--- src/rtl/csel_pkg.sv ---
package csel_pkg;

  localparam int STATE_W = 3;

  typedef enum logic [STATE_W-1:0] {
    TS_IDLE       = 3'd0,
    TS_RUN        = 3'd1,
    TS_SQUASH     = 3'd2,
    TS_TRAP_WAIT  = 3'd3,
    TS_FETCH_TRAP = 3'd4
  } thr_state_e;

  typedef enum logic [1:0] {
    POL_GREEDY = 2'd0,
    POL_ROTATE = 2'd1,
    POL_AGE    = 2'd2,
    POL_OFF    = 2'd3
  } pol_e;

  // A commit state that allows this thread to be picked.
  function automatic logic state_ok(input logic [STATE_W-1:0] s);
    return (s == TS_IDLE) || (s == TS_RUN) || (s == TS_FETCH_TRAP);
  endfunction

  // True when sequence number a is strictly older than b.
  function automatic logic seq_older(input logic [63:0] a, input logic [63:0] b);
    return a < b;
  endfunction

endpackage

--- src/rtl/csel_qualify.sv ---
module csel_qualify
  import csel_pkg::*;
#(
  parameter int NUM_THR = 4,
  parameter bit SINGLE  = 1'b0
) (
  input  logic [NUM_THR*STATE_W-1:0] state_i,
  input  logic [NUM_THR-1:0]         empty_i,
  input  logic [NUM_THR-1:0]         ready_i,
  output logic [NUM_THR-1:0]         elig_o,
  output logic [NUM_THR-1:0]         qual_o
);

  for (genvar t = 0; t < NUM_THR; t++) begin : g_thr
    assign elig_o[t] = state_ok(state_i[t*STATE_W +: STATE_W]);
    if (SINGLE) begin : g_single
      assign qual_o[t] = elig_o[t];
    end else begin : g_multi
      assign qual_o[t] = elig_o[t] & ~empty_i[t] & ready_i[t];
    end
  end

endmodule

--- src/rtl/csel_age_pick.sv ---
module csel_age_pick
  import csel_pkg::*;
#(
  parameter int NUM_THR = 4,
  parameter int SEQ_W   = 16,
  localparam int TID_W  = (NUM_THR > 1) ? $clog2(NUM_THR) : 1
) (
  input  logic [NUM_THR-1:0]       qual_i,
  input  logic [NUM_THR*SEQ_W-1:0] seq_i,
  output logic                     vld_o,
  output logic [TID_W-1:0]         tid_o
);

  logic [SEQ_W-1:0] best;

  always_comb begin
    vld_o = 1'b0;
    tid_o = '0;
    best  = '0;
    for (int t = 0; t < NUM_THR; t++) begin
      // strict comparison keeps the lower index on a tie
      if (qual_i[t] &&
          (!vld_o || seq_older(64'(seq_i[t*SEQ_W +: SEQ_W]), 64'(best)))) begin
        vld_o = 1'b1;
        tid_o = TID_W'(t);
        best  = seq_i[t*SEQ_W +: SEQ_W];
      end
    end
  end

endmodule

--- src/rtl/csel_rr_list.sv ---
module csel_rr_list #(
  parameter int NUM_THR = 4,
  localparam int TID_W  = (NUM_THR > 1) ? $clog2(NUM_THR) : 1
) (
  input  logic                     clk_i,
  input  logic                     rst_ni,
  input  logic [NUM_THR-1:0]       qual_i,
  input  logic                     upd_i,
  output logic                     vld_o,
  output logic [TID_W-1:0]         tid_o,
  output logic [NUM_THR*TID_W-1:0] list_o
);

  logic [TID_W-1:0] order_q [NUM_THR];
  logic [TID_W-1:0] order_d [NUM_THR];
  logic [TID_W-1:0] pos;

  // front-to-back scan for the first qualified entry
  always_comb begin
    vld_o = 1'b0;
    tid_o = '0;
    pos   = '0;
    for (int p = 0; p < NUM_THR; p++) begin
      if (!vld_o && qual_i[order_q[p]]) begin
        vld_o = 1'b1;
        tid_o = order_q[p];
        pos   = TID_W'(p);
      end
    end
  end

  // remove the picked slot, close the gap, append it at the tail
  always_comb begin
    for (int p = 0; p < NUM_THR - 1; p++) begin
      order_d[p] = (TID_W'(p) >= pos) ? order_q[p+1] : order_q[p];
    end
    order_d[NUM_THR-1] = order_q[pos];
  end

  always_ff @(posedge clk_i) begin
    if (!rst_ni) begin
      for (int p = 0; p < NUM_THR; p++) order_q[p] <= TID_W'(p);
    end else if (upd_i) begin
      for (int p = 0; p < NUM_THR; p++) order_q[p] <= order_d[p];
    end
  end

  for (genvar p = 0; p < NUM_THR; p++) begin : g_flat
    assign list_o[p*TID_W +: TID_W] = order_q[p];
  end

endmodule

--- src/rtl/csel_commit_sel.sv ---
module csel_commit_sel
  import csel_pkg::*;
#(
  parameter int NUM_THR = 4,
  parameter int SEQ_W   = 16,
  localparam int TID_W  = (NUM_THR > 1) ? $clog2(NUM_THR) : 1
) (
  input  logic                       clk_i,
  input  logic                       rst_ni,
  input  logic [1:0]                 policy_i,
  input  logic [NUM_THR*STATE_W-1:0] thr_state_i,
  input  logic [NUM_THR-1:0]         thr_empty_i,
  input  logic [NUM_THR-1:0]         thr_ready_i,
  input  logic [NUM_THR*SEQ_W-1:0]   thr_seq_i,
  input  logic                       advance_i,
  output logic                       grant_vld_o,
  output logic [TID_W-1:0]           grant_tid_o
);

  // named internal events, brought out for the checker
  logic [NUM_THR-1:0]       elig_mask;
  logic [NUM_THR-1:0]       qual_mask;
  logic [NUM_THR*TID_W-1:0] rr_list_flat;
  logic                     rr_upd;

  csel_qualify #(.NUM_THR(NUM_THR), .SINGLE(NUM_THR == 1)) u_qual (
    .state_i (thr_state_i),
    .empty_i (thr_empty_i),
    .ready_i (thr_ready_i),
    .elig_o  (elig_mask),
    .qual_o  (qual_mask)
  );

  if (NUM_THR == 1) begin : g_one
    assign grant_vld_o  = qual_mask[0];
    assign grant_tid_o  = '0;
    assign rr_list_flat = '0;
    assign rr_upd       = 1'b0;
  end else begin : g_many
    logic             age_vld, rr_vld;
    logic [TID_W-1:0] age_tid, rr_tid;

    csel_age_pick #(.NUM_THR(NUM_THR), .SEQ_W(SEQ_W)) u_age (
      .qual_i (qual_mask),
      .seq_i  (thr_seq_i),
      .vld_o  (age_vld),
      .tid_o  (age_tid)
    );

    assign rr_upd = advance_i && rr_vld && (pol_e'(policy_i) == POL_ROTATE);

    csel_rr_list #(.NUM_THR(NUM_THR)) u_rr (
      .clk_i  (clk_i),
      .rst_ni (rst_ni),
      .qual_i (qual_mask),
      .upd_i  (rr_upd),
      .vld_o  (rr_vld),
      .tid_o  (rr_tid),
      .list_o (rr_list_flat)
    );

    always_comb begin
      unique case (pol_e'(policy_i))
        POL_GREEDY, POL_AGE: begin
          grant_vld_o = age_vld;
          grant_tid_o = age_tid;
        end
        POL_ROTATE: begin
          grant_vld_o = rr_vld;
          grant_tid_o = rr_tid;
        end
        default: begin
          grant_vld_o = 1'b0;
          grant_tid_o = '0;
        end
      endcase
    end
  end

endmodule

--- config.mk ---
export PLATFORM = sky130hd
export DESIGN_NAME = csel_commit_sel
export DESIGN_NICKNAME = d
export VERILOG_FILES = /design/src/rtl/csel_pkg.sv /design/src/rtl/csel_qualify.sv /design/src/rtl/csel_age_pick.sv /design/src/rtl/csel_rr_list.sv /design/src/rtl/csel_commit_sel.sv
export SDC_FILE = /design/constraint.sdc
export NUM_CORES = 1
export LEC_CHECK = 0
export BUFFER_PORTS_ARGS = -buffer_cell sky130_fd_sc_hd__buf_2
export CAP_MARGIN = 20
export CORE_MARGIN = 2
export CORE_UTILIZATION = 55
export CTS_CLUSTER_SIZE = 12
export DETAILED_ROUTE_END_ITERATION = 10
export HOLD_SLACK_MARGIN = 0.15
export PLACE_DENSITY = 0.88
export SYNTH_ARGS = -nofsm -noshare
export SYNTH_HDL_FRONTEND = slang
export SYNTH_SLANG_ARGS = --single-unit
--- constraint.sdc ---
create_clock -name clk_i -period 15.2 [get_ports clk_i]
set_input_delay 1.52 -clock clk_i [delete_from_list [all_inputs] [get_ports clk_i]]
set_output_delay 1.52 -clock clk_i [all_outputs]
set_load 0.02 [all_outputs]
==> qor.csv <==
stage,metric,value,unit
outcome,status,finished clean,
setup_path,critical path's slowest cell,and2_1,
min_path,Hold Path End,g_many.u_rr.order_q[2][0],
die,Ports,92,
final_layout,proportion of layout cells with a drive suffix above 1,0.308,
final_layout,max reg flops,8,
setup_path,CP top delay family,compound AO/OA/AOI/OAI gates,
setup_path,crit path DAT,9.05,ns
final_layout,most frequent cells in the layout,"buf_2 (91), ha_1 (45), nand2_1 (40)",
route,met3 routed WL,446,µm
route,total number of vias,2739,
final_layout,Biggest register,g_many.u_rr.order_q,
global_routing,Overall Global Routing Usage,0.264,
synth,Async SR Flop Fraction,0,
die,Die W,70.8,µm
route,Antenna Violating Nets Remaining,0,
route,DRC viols,0,
min_path,hold_sp,g_many.u_rr.order_q[3][0],
clock_tree,Root Driver,clkbuf_8,
clock_tree,Inserted Clock Buffers,3,
clock_tree,# resized after CTS,0,
global_routing,gr ovfl total,0,
clock_tree,CTS H-tree lvls,1,
placement,Port Buffers,91,
timing,RSZ-0062 raised after global routing,no,
synth,simple-gate share of the synthesized area,0.233,
final_layout,P&R area growth vs syn,21.8,%
route,total wire length,6870,µm
final_layout,Nets,535,
timing,"Slew Viols, Final",0,
synth,largest family of logic cells by synthesized area,compound AO/OA/AOI/OAI gates,
timing,setup TNS,0,ns
synth,Mapped Nets,446,
final_layout,ANT cells,0,
setup_path,reg2reg end,g_many.u_rr.order_q[3][1],
final_layout,"commonest non-fill, non-tap cell in the layout",buf_2,
clock_tree,latest clock arrival within the worst-skew pair,0.23,ns
clock_tree,CTS Hold Bufs,0,
timing,max_slew headroom,0.292,
route,drt via density,6.07,
synth,Main synth FF type,edfxtp_1,
setup_path,CP Launch Type,input port,
setup_path,Reg2Reg Depth,5,
final_layout,area of the multi-input gates,0.00209,mm²
timing,crit path time final,10.57,ns
power_and_ir_drop,peak supply drop,0.0000671,V
synth,Synth Area in Compound Gates,0.255,
clock_tree,Clock transition at path regs,0.04,ns
min_path,Worst Hold Path Cells,1,
global_routing,initial antenna violation count,0,
die,Chip Height,70.8,µm
global_routing,vias in the first global route,2511,
timing,skew final,0.00237,ns
setup_path,"Max FO, Critical Path",33,
setup_path,WP data required,13.68,ns
run,maxcap violations,0,
route,drt pass-1 iters,5,
route,initial drt markers,189,
route,routed len/inst,15.2,µm
synth,post-synthesis sequential area ratio,0.0978,
timing,Least-Margin Pin Slew,1.06,ns
route,Metal-1 WL,2990,µm
timing,"Hold Violations, Final",0,
power_and_ir_drop,Design Power,121,µW
final_layout,FILL cells,356,
timing,Max Clock Freq,94.6,MHz
synth,Cells after Synth,312,
power_and_ir_drop,Leak,0.00140,µW
clock_tree,number of buffers on the longest clock path,2,
setup_path,WS Path Type,in2out,
global_routing,largest net degree at the start of global routing,34,
die,initial core utilization,0.568,
placement,Final Wtd Congestion,0.988,
min_path,class of the worst hold path,reg2reg,
setup_path,Reg2Reg Setup Slack,13.11,ns
die,Rows,24,
synth,Adder-Cell Fraction of Synth Area,0.229,
synth,mux contribution to synthesized area,0.133,
synth,Netlist Area Pre-Place,0.00246,mm²
clock_tree,CTS tree,yes,
global_routing,first-pass GRT wire length,11000,µm
final_layout,largest registers,g_many.u_rr.order_q x8,
clock_tree,Post-CTS Setup Inserts,0,
die,Die ar.,0.00502,mm²
route,Top Layer Used,met4,
synth,Avg Synthesized Cell Area,7.88,µm²
setup_path,kind of end point of the critical path,output port,
route,met2 routed WL,3350,µm
synth,yosys warns,0,
synth,number of flops mapped to enable cells by yosys,8,
clock_tree,clock sinks,8,
final_layout,final core utilization,0.692,
timing,period utilization,0.696,
final_layout,register area,240,µm²
timing,number of setup violations in the final report,0,
setup_path,largest stage delay on the critical path,0.88,ns
placement,Post-DP HPWL,5750,µm
die,core box area,0.00432,mm²
setup_path,reg2reg start,g_many.u_rr.order_q[1][1],
synth,register bit total from synthesis,8,
synth,Yosys cell types,53,
synth,Synth Area in XOR/XNOR,0,
power_and_ir_drop,PwrDens,40.4,mW/mm²
setup_path,worst path bufs/invs,3,
[cell families after synthesis]
kind of cell               after synthesis
AOI/OAI and AO/OA                       92
adders and majority gates               45
buffers and inverters                   31
DFF                                      8
muxes                                   22
and+or+nand+nor                        114
[area by class of cell]
class                           count  share of cell area
Sequential cell                     8              0.0802
Clock buffer                        3              0.0138
Multi-Input combinational cell    273               0.698
Tap cell                           52              0.0217
Timing Repair Buffer               92               0.157
Inverter                           23              0.0288
[where the power goes]
part / switching (µW) / internal, µW
clock network: 8.09 / 17.1
logic: 36.9 / 33.0
registers: 0.753 / 25.0
total: 45.7 / 75.1
[worst register-to-register path, stage by stage (launching register included)]
cell      delay [ns]
edfxtp_1        0.40
mux4_2          0.56
nor2b_1         0.26
mux2_1          0.36
mux2i_1         0.17
nand2_1         0.07
[per-stage QoR]
step           instance area (µm²)  setup WS (ns)  std cells  hold slack [ns]
2_1_floorplan                 2460           5.68        312            0.558
3_3_place_gp                  2940           4.52        447            0.580
3_5_place_dp                  2940           4.21        447            0.609
4_1_cts                       2980           4.21        450            0.618
5_1_grt                       2990           4.14        451            0.632
6_report                      2990           4.63        451            0.618
[how the worst max path moves through the flow]
| stage | slack [ns] | endpoint | depth (start not counted) | from |
|---|---|---|---|---|
| 2_1_floorplan | 5.68 | grant_tid_o[0] | 31 | thr_empty_i[0] |
| 3_3_place_gp | 4.52 | grant_tid_o[0] | 29 | thr_empty_i[0] |
| 3_5_place_dp | 4.21 | grant_tid_o[0] | 29 | thr_empty_i[0] |
| 4_1_cts | 4.21 | grant_tid_o[0] | 29 | thr_empty_i[0] |
| 5_1_grt | 4.14 | grant_tid_o[0] | 30 | thr_empty_i[0] |
| 6_report | 4.63 | grant_tid_o[0] | 30 | thr_empty_i[0] |
[Yosys cell counts (3+ instances only)]
cell	count	area share
a211oi_1	3	0.0092
a21o_1	9	0.027
a21oi_1	23	0.047
a31oi_1	16	0.041
and2_1	5	0.013
clkbuf_1	5	0.0076
edfxtp_1	8	0.098
ha_1	45	0.23
inv_1	23	0.035
mux2_2	5	0.023
mux2_4	10	0.061
mux4_2	4	0.037
nand2_1	40	0.061
nand2b_1	3	0.0076
nand3_1	7	0.014
nand4_1	9	0.023
nor2_1	18	0.027
nor2b_1	14	0.036
nor3_1	5	0.010
o21a_1	3	0.0092
o21ai_0	17	0.035
[routing by layer]
layer,vias up,track usage
met1,1260,0.358
met5,-,0
met3,10,0.0199
met2,115,0.455
li1,1354,-
met4,0,0.0692
No activity file was read; power rests on OpenSTA's default activity.
